--- config.mk ---
export PLATFORM = sky130hd
export DESIGN_NAME = nor_op_sequencer
export DESIGN_NICKNAME = d
export VERILOG_FILES = /design/src/rtl/nor_seq_pkg.sv /design/src/rtl/nor_seq_timer.sv /design/src/rtl/nor_seq_array.sv /design/src/rtl/nor_seq_status.sv /design/src/rtl/nor_op_sequencer.sv
export SDC_FILE = /design/constraint.sdc
export NUM_CORES = 1
export LEC_CHECK = 0
export BUFFER_PORTS_ARGS = -buffer_cell sky130_fd_sc_hd__buf_2
export CAP_MARGIN = 10
export CORE_MARGIN = 10
export CORE_UTILIZATION = 45
export DETAILED_ROUTE_END_ITERATION = 6
export SYNTH_ARGS = -nofsm -noshare
export SYNTH_HDL_FRONTEND = slang
export SYNTH_SLANG_ARGS = --single-unit
--- constraint.sdc ---
create_clock -name clk -period 3.4 [get_ports clk]
set_input_delay 0.68 -clock clk [delete_from_list [all_inputs] [get_ports clk]]
set_output_delay 0.68 -clock clk [all_outputs]
set_load 0.05 [all_outputs]
--- src/rtl/nor_seq_pkg.sv ---
package nor_seq_pkg;
   localparam int WORD_W = 16;

   typedef enum logic [2:0] {
      ST_READ, ST_PROG, ST_PRE, ST_ERASE, ST_FAIL, ST_RECOVER
   } seq_state_t;

   typedef enum logic [1:0] {
      OP_NONE = 2'd0, OP_PROG = 2'd1, OP_ERASE = 2'd2, OP_RESET = 2'd3
   } seq_op_t;

   function automatic logic seq_busy(input seq_state_t s);
      return (s == ST_PROG) || (s == ST_PRE) || (s == ST_ERASE);
   endfunction
endpackage

--- src/rtl/nor_seq_timer.sv ---
module nor_seq_timer #(
   parameter int TW = 8
) (
   input  logic          clk,
   input  logic          rst_n,
   input  logic          load,
   input  logic [TW-1:0] load_val,
   output logic          zero
);
   logic [TW-1:0] cnt_q;

   always_ff @(posedge clk or negedge rst_n) begin
      if (!rst_n)            cnt_q <= '0;
      else if (load)         cnt_q <= load_val;
      else if (cnt_q != '0)  cnt_q <= cnt_q - 1'b1;
   end

   assign zero = (cnt_q == '0);
endmodule

--- src/rtl/nor_seq_array.sv ---
module nor_seq_array
   import nor_seq_pkg::*;
#(
   parameter int DEPTH = 16,
   localparam int ADDR_W = $clog2(DEPTH)
) (
   input  logic                      clk,
   input  logic                      rst_n,
   input  logic                      wr_en,
   input  logic [ADDR_W-1:0]         wr_idx,
   input  logic [WORD_W-1:0]         wr_keep,
   input  logic                      fill_en,
   output logic [DEPTH*WORD_W-1:0]   words
);
   for (genvar i = 0; i < DEPTH; i++) begin : g_word
      logic [WORD_W-1:0] cell_q;
      always_ff @(posedge clk or negedge rst_n) begin
         if (!rst_n)
            cell_q <= '1;
         else if (fill_en)
            cell_q <= '1;
         else if (wr_en && (wr_idx == ADDR_W'(i)))
            cell_q <= cell_q & wr_keep;
      end
      assign words[i*WORD_W +: WORD_W] = cell_q;
   end
endmodule

--- src/rtl/nor_seq_status.sv ---
module nor_seq_status
   import nor_seq_pkg::*;
(
   input  logic              clk,
   input  logic              rst_n,
   input  logic              rd_en,
   input  logic              busy_op,
   input  logic              erasing,
   input  logic              fail,
   input  logic              poll_bit,
   output logic [WORD_W-1:0] stat,
   output logic              tog6
);
   logic tog2_q;

   always_ff @(posedge clk or negedge rst_n) begin
      if (!rst_n) begin
         tog6   <= 1'b0;
         tog2_q <= 1'b0;
      end else if (rd_en) begin
         if (busy_op) tog6   <= ~tog6;
         if (erasing) tog2_q <= ~tog2_q;
      end
   end

   assign stat = {8'h00, poll_bit, tog6, fail, 2'b00, tog2_q, 2'b00};
endmodule

--- src/rtl/nor_op_sequencer.sv ---
module nor_op_sequencer
   import nor_seq_pkg::*;
#(
   parameter int DEPTH        = 16,
   parameter int PROG_CYCLES  = 8,
   parameter int ERASE_CYCLES = 32,
   parameter int RST_CYCLES   = 4
) (
   input  logic                     clk,
   input  logic                     rst_n,
   input  logic                     hard_rst,
   input  logic                     byte_mode,
   input  logic                     cmd_valid,
   input  logic [1:0]               cmd_op,
   input  logic [$clog2(DEPTH):0]   cmd_addr,
   input  logic [15:0]              cmd_data,
   input  logic                     rd_en,
   input  logic [$clog2(DEPTH):0]   rd_addr,
   output logic [15:0]              rd_data,
   output logic                     ready
);
   localparam int ADDR_W = $clog2(DEPTH);
   localparam int TMAX_A = (PROG_CYCLES > ERASE_CYCLES) ? PROG_CYCLES : ERASE_CYCLES;
   localparam int TMAX   = (TMAX_A > RST_CYCLES) ? TMAX_A : RST_CYCLES;
   localparam int TW     = $clog2(TMAX + 1);

   if (DEPTH < 2 || (DEPTH & (DEPTH - 1)) != 0) begin : g_bad_depth
      $error("DEPTH must be a power of two of at least 2");
   end
   if (PROG_CYCLES < 1 || ERASE_CYCLES < 1 || RST_CYCLES < 1) begin : g_bad_cycles
      $error("cycle counts must be at least 1");
   end

   seq_state_t              st_q;
   seq_op_t                 op;
   logic [ADDR_W-1:0]       lat_idx, ptr_q;
   logic                    lat_lane, lat_byte;
   logic [WORD_W-1:0]       lat_data;
   logic [DEPTH*WORD_W-1:0] words;
   logic                    tmr_zero, tmr_load;
   logic [TW-1:0]           tmr_val;
   logic                    busy_op, erasing, ptr_last;
   logic [WORD_W-1:0]       pmask, pval, old_word, arr_keep, rd_word, arr_out, stat;
   logic                    fail_hit, arr_wr, arr_fill, poll_bit, tog6;
   logic [ADDR_W-1:0]       arr_idx, rd_idx;

   assign op       = seq_op_t'(cmd_op);
   assign busy_op  = seq_busy(st_q);
   assign erasing  = (st_q == ST_PRE) || (st_q == ST_ERASE);
   assign ptr_last = (ptr_q == ADDR_W'(DEPTH - 1));
   assign ready    = !(busy_op || st_q == ST_RECOVER);

   // Lane selection for the latched program request
   always_comb begin
      if (!lat_byte) begin
         pmask = 16'hFFFF;
         pval  = lat_data;
      end else if (lat_lane) begin
         pmask = 16'hFF00;
         pval  = {lat_data[7:0], 8'h00};
      end else begin
         pmask = 16'h00FF;
         pval  = {8'h00, lat_data[7:0]};
      end
   end

   assign old_word = words[lat_idx*WORD_W +: WORD_W];
   assign fail_hit = |(pmask & pval & ~old_word);

   // Timer reload decisions
   always_comb begin
      tmr_load = 1'b0;
      tmr_val  = '0;
      if (hard_rst) begin
         if (busy_op || st_q == ST_RECOVER) begin
            tmr_load = 1'b1;
            tmr_val  = TW'(RST_CYCLES - 1);
         end
      end else begin
         case (st_q)
            ST_READ: if (cmd_valid && (op == OP_PROG || op == OP_ERASE)) begin
               tmr_load = 1'b1;
               tmr_val  = TW'(PROG_CYCLES - 1);
            end
            ST_PRE: if (tmr_zero) begin
               tmr_load = 1'b1;
               tmr_val  = ptr_last ? TW'(ERASE_CYCLES - 1) : TW'(PROG_CYCLES - 1);
            end
            default: ;
         endcase
      end
   end

   nor_seq_timer #(.TW(TW)) u_timer (
      .clk      (clk),
      .rst_n    (rst_n),
      .load     (tmr_load),
      .load_val (tmr_val),
      .zero     (tmr_zero)
   );

   // Operation sequencing
   always_ff @(posedge clk or negedge rst_n) begin
      if (!rst_n) begin
         st_q     <= ST_READ;
         lat_idx  <= '0;
         lat_lane <= 1'b0;
         lat_byte <= 1'b0;
         lat_data <= '0;
         ptr_q    <= '0;
      end else if (hard_rst) begin
         st_q <= (busy_op || st_q == ST_RECOVER) ? ST_RECOVER : ST_READ;
      end else begin
         case (st_q)
            ST_READ: if (cmd_valid) begin
               if (op == OP_PROG) begin
                  st_q     <= ST_PROG;
                  lat_idx  <= cmd_addr[ADDR_W:1];
                  lat_lane <= cmd_addr[0];
                  lat_byte <= byte_mode;
                  lat_data <= cmd_data;
               end else if (op == OP_ERASE) begin
                  st_q  <= ST_PRE;
                  ptr_q <= '0;
               end
            end
            ST_PROG:    if (tmr_zero) st_q <= fail_hit ? ST_FAIL : ST_READ;
            ST_PRE:     if (tmr_zero) begin
               if (ptr_last) st_q <= ST_ERASE;
               else          ptr_q <= ptr_q + 1'b1;
            end
            ST_ERASE:   if (tmr_zero) st_q <= ST_READ;
            ST_FAIL:    if (cmd_valid && op == OP_RESET) st_q <= ST_READ;
            ST_RECOVER: if (tmr_zero) st_q <= ST_READ;
            default:    st_q <= ST_READ;
         endcase
      end
   end

   assign arr_wr   = !hard_rst && tmr_zero && (st_q == ST_PROG || st_q == ST_PRE);
   assign arr_idx  = (st_q == ST_PROG) ? lat_idx : ptr_q;
   assign arr_keep = (st_q == ST_PROG) ? (pval | ~pmask) : '0;
   assign arr_fill = !hard_rst && tmr_zero && (st_q == ST_ERASE);

   nor_seq_array #(.DEPTH(DEPTH)) u_array (
      .clk     (clk),
      .rst_n   (rst_n),
      .wr_en   (arr_wr),
      .wr_idx  (arr_idx),
      .wr_keep (arr_keep),
      .fill_en (arr_fill),
      .words   (words)
   );

   assign poll_bit = erasing ? 1'b0 : ~lat_data[7];

   nor_seq_status u_status (
      .clk      (clk),
      .rst_n    (rst_n),
      .rd_en    (rd_en),
      .busy_op  (busy_op),
      .erasing  (erasing),
      .fail     (st_q == ST_FAIL),
      .poll_bit (poll_bit),
      .stat     (stat),
      .tog6     (tog6)
   );

   // Read path
   assign rd_idx  = rd_addr[ADDR_W:1];
   assign rd_word = words[rd_idx*WORD_W +: WORD_W];
   assign arr_out = byte_mode ? {8'h00, (rd_addr[0] ? rd_word[15:8] : rd_word[7:0])} : rd_word;

   always_ff @(posedge clk or negedge rst_n) begin
      if (!rst_n)     rd_data <= '0;
      else if (rd_en) rd_data <= (busy_op || st_q == ST_FAIL) ? stat : arr_out;
   end
endmodule

==> impl_metrics.json <==
{
  "hp-class": "input pin to async pin",
  "clock_sinks": 309,
  "htree_num_levels": 2,
  "synth_common_cells": "nand2_1, o21ai_0, dfstp_2",
  "relSlewSlack": 0.279,
  "status": "complete, no violations",
  "critPathKind": "register to register",
  "startpoint": "st_q[0]$_DFFE_PN0P_",
  "hpwl_um": 31900,
  "cp_data_required_time_ns": 3.85,
  "cts_tree": "yes",
  "synth_area_leaders": "dfstp_2, mux4_2, o21ai_0",
  "seq_power_share": 0.435,
  "vdd_drop_max_mv": 0.755,
  "die_area_um2": 44000,
  "r2r_cells": 6,
  "ant_nets": 0,
  "fp.dieW_um": 210,
  "swShare": 0.355,
  "ios": 51,
  "tightest_slew_ns": 1.08,
  "grt_pass1_vias": 12200,
  "core_um2": 35600,
  "hold_viol_final": 0,
  "tns_ns": 0,
  "final_net_count": 1517,
  "num_vias": 12300,
  "dpl_cell_area_um2": 17300,
  "yosysTopAreaCell": "dfstp_2",
  "num_antenna_cells": 0,
  "async_reset_ff_frac": 1.00,
  "clkSlewWorstSetupHoldPaths_ns": 0.06,
  "synth_top_area_frac": 0.415,
  "p_leak_nw": 8.22,
  "antenna_found_initial": 0,
  "cts_buffers": 35,
  "finalCritPeriodShare": 0.891,
  "routedWlPerCell_um": 25.5,
  "start_util": 0.456,
  "synthCells": 1433,
  "gp_congestion": 0.864,
  "synth.avg_cell_area_um2": 11.3,
  "cp_max_fo": 16,
  "ctsHoldBuffers": 0,
  "pre_cts_ws_ns": 0.474,
  "maxSlewViolCount": 0,
  "die_y_um": 210,
  "design_area_um2": 18500,
  "syn2layout_area_growth_pct": 13.9,
  "setup-violations-final": 0,
  "fin_util": 0.519,
  "io_buffers": 50,
  "post_cts_buffers": 0,
  "endpoint_kind": "register",
  "r2r-start": "st_q[0]$_DFFE_PN0P_",
  "drt_iter0_drc": 1418,
  "yosysMostFrequentCell": "nand2_1",
  "grtUsageTotal": 0.227,
  "drt-total-wl_um": 50000,
  "yosysSeqAreaShare": 0.497,
  "intPower_mw": 11.9,
  "max_freq_mhz": 330,
  "root_buffer": "clkbuf_16",
  "post_drt_via_cell_ratio": 6.27,
  "synth-seq-cells": 309,
  "clockPowerShare": 0.209,
  "start_kind": "register",
  "synth-main-ff-cell": "dfstp_2",
  "p_sw_mw": 6.57,
  "syn_nets": 1473,
  "rows": 69,
  "yosys.cell_types.count": 60,
  "drive_gt1_frac": 0.412,
  "setup_ws_ns": 0.372,
  "insertion_delay_ns": 0.53,
  "rsz0062_at_grt": "no",
  "r2r_slack_ns": 0.37,
  "grt-ovfl-total": 0,
  "fin_total_pwr_mw": 18.5,
  "postCtsResizedCells": 0,
  "fin_crit_ns": 3.03,
  "clock_path_buffers": 3,
  "worst_r2r_endpoint": "u_array.g_word[1].cell_q[7]$_DFFE_PN1P_",
  "grt_pass1_wl_um": 77300,
  "clock_skew_ns": 0.0232,
  "drc": 0,
  "synth_edf_count": 0,
  "maxCapViolations": 0,
  "worstPathArrival_ns": 3.48,
  "grt_max_degree": 74,
  "p_comb_frac": 0.356,
  "yosysWarnings": 0,
  "p_per_area_nw_per_um2": 1000,
  "netlist_area_um2": 16200,
  "first_pass_iters": 5
}
[cell usage in the layout (no fill, tap or decap), types with 13 or more instances in the layout]
cell and instances:
inv_1 30, buf_12 13, nor2_1 31, mux2i_1 16, nand2_1 313, mux4_2 142
buf_2 47, a21oi_1 26, clkbuf_1 13, buf_4 63, mux2_2 24, dfstp_2 256
dfrtp_1 51, o21ai_0 272, clkbuf_16 38, o22ai_1 19
[final cells by class]
class | count | area, um2
multi-input combinational | 976 | 7560
sequential | 309 | 8060
timing repair buffer | 124 | 983
fill | 3066 | 17100
clock buffer | 55 | 1050
tap | 461 | 577
inverter | 31 | 116
clock inverter | 7 | 110
[power groups by stage]
stage | sequential (mW) | combinational, mW | clock [mW]
2_1_floorplan | 7.37 | 4.85 | 0
3_3_place_gp | 7.94 | 6.43 | 0
3_5_place_dp | 7.99 | 6.55 | 0
4_1_cts | 7.97 | 6.57 | 3.94
5_1_grt | 8.27 | 7.23 | 4.08
6_report | 8.04 | 6.60 | 3.87
[logic make-up after synthesis]
kind of cell    Yosys count  share of synthesized area
flops                   309                      0.497
compound gates          371                      0.126
mux                     182                      0.224
simple gates            408                      0.107
xor+xnor                  9                    0.00486
fa+ha+maj                 6                    0.00463
buf+inv                 148                     0.0382
[how the worst max path moves through the flow]
stage                                               to  slack, ns  cells after the start
2_1_floorplan                   rd_data[2]$_DFFE_PN0P_       0.49                      8
3_3_place_gp                    rd_data[5]$_DFFE_PN0P_       0.49                      7
3_5_place_dp   u_array.g_word[1].cell_q[8]$_DFFE_PN1P_       0.47                      6
4_1_cts        u_array.g_word[1].cell_q[8]$_DFFE_PN1P_       0.44                      6
5_1_grt        u_array.g_word[1].cell_q[8]$_DFFE_PN1P_       0.12                      6
6_report       u_array.g_word[1].cell_q[7]$_DFFE_PN1P_       0.37                      6
[layer usage]
metal	vias to the layer above	track usage	share of wire
li1	5265	-	-
met1	6343	0.316	0.42
met2	592	0.339	0.45
met3	114	0.0491	0.098
met4	0	0.0893	0.039
met5	-	0	0
[sequential cells by signal, indices dropped and copies added (netlist names)]
signal,cells
ptr_q,4
rd_data,16
u_timer.cnt_q,6
lat_byte,1
st_q,3
lat_idx,4
lat_data,16
lat_lane,1
u_status.tog2_q,1
u_array.g_word.cell_q,256
u_status.tog6,1
[worst max-delay path, cell delays in order, from the launching register on]
cell     delay, ns
dfrtp_1       0.56
nor3b_2       0.48
mux2i_1       0.35
or4b_1        0.51
or2_1         0.60
o21ai_0       0.36
nand2_1       0.08
[stage by stage]
step | cells | hold slack (ns)
after global routing | 1963 | 0.0764
final | 1963 | 0.0624
after detailed placement | 1901 | 0.457
after floorplan | 1433 | 0.384
after CTS | 1963 | 0.0628
after global placement | 1901 | 0.451
No activity file was read; power rests on OpenSTA's default activity.
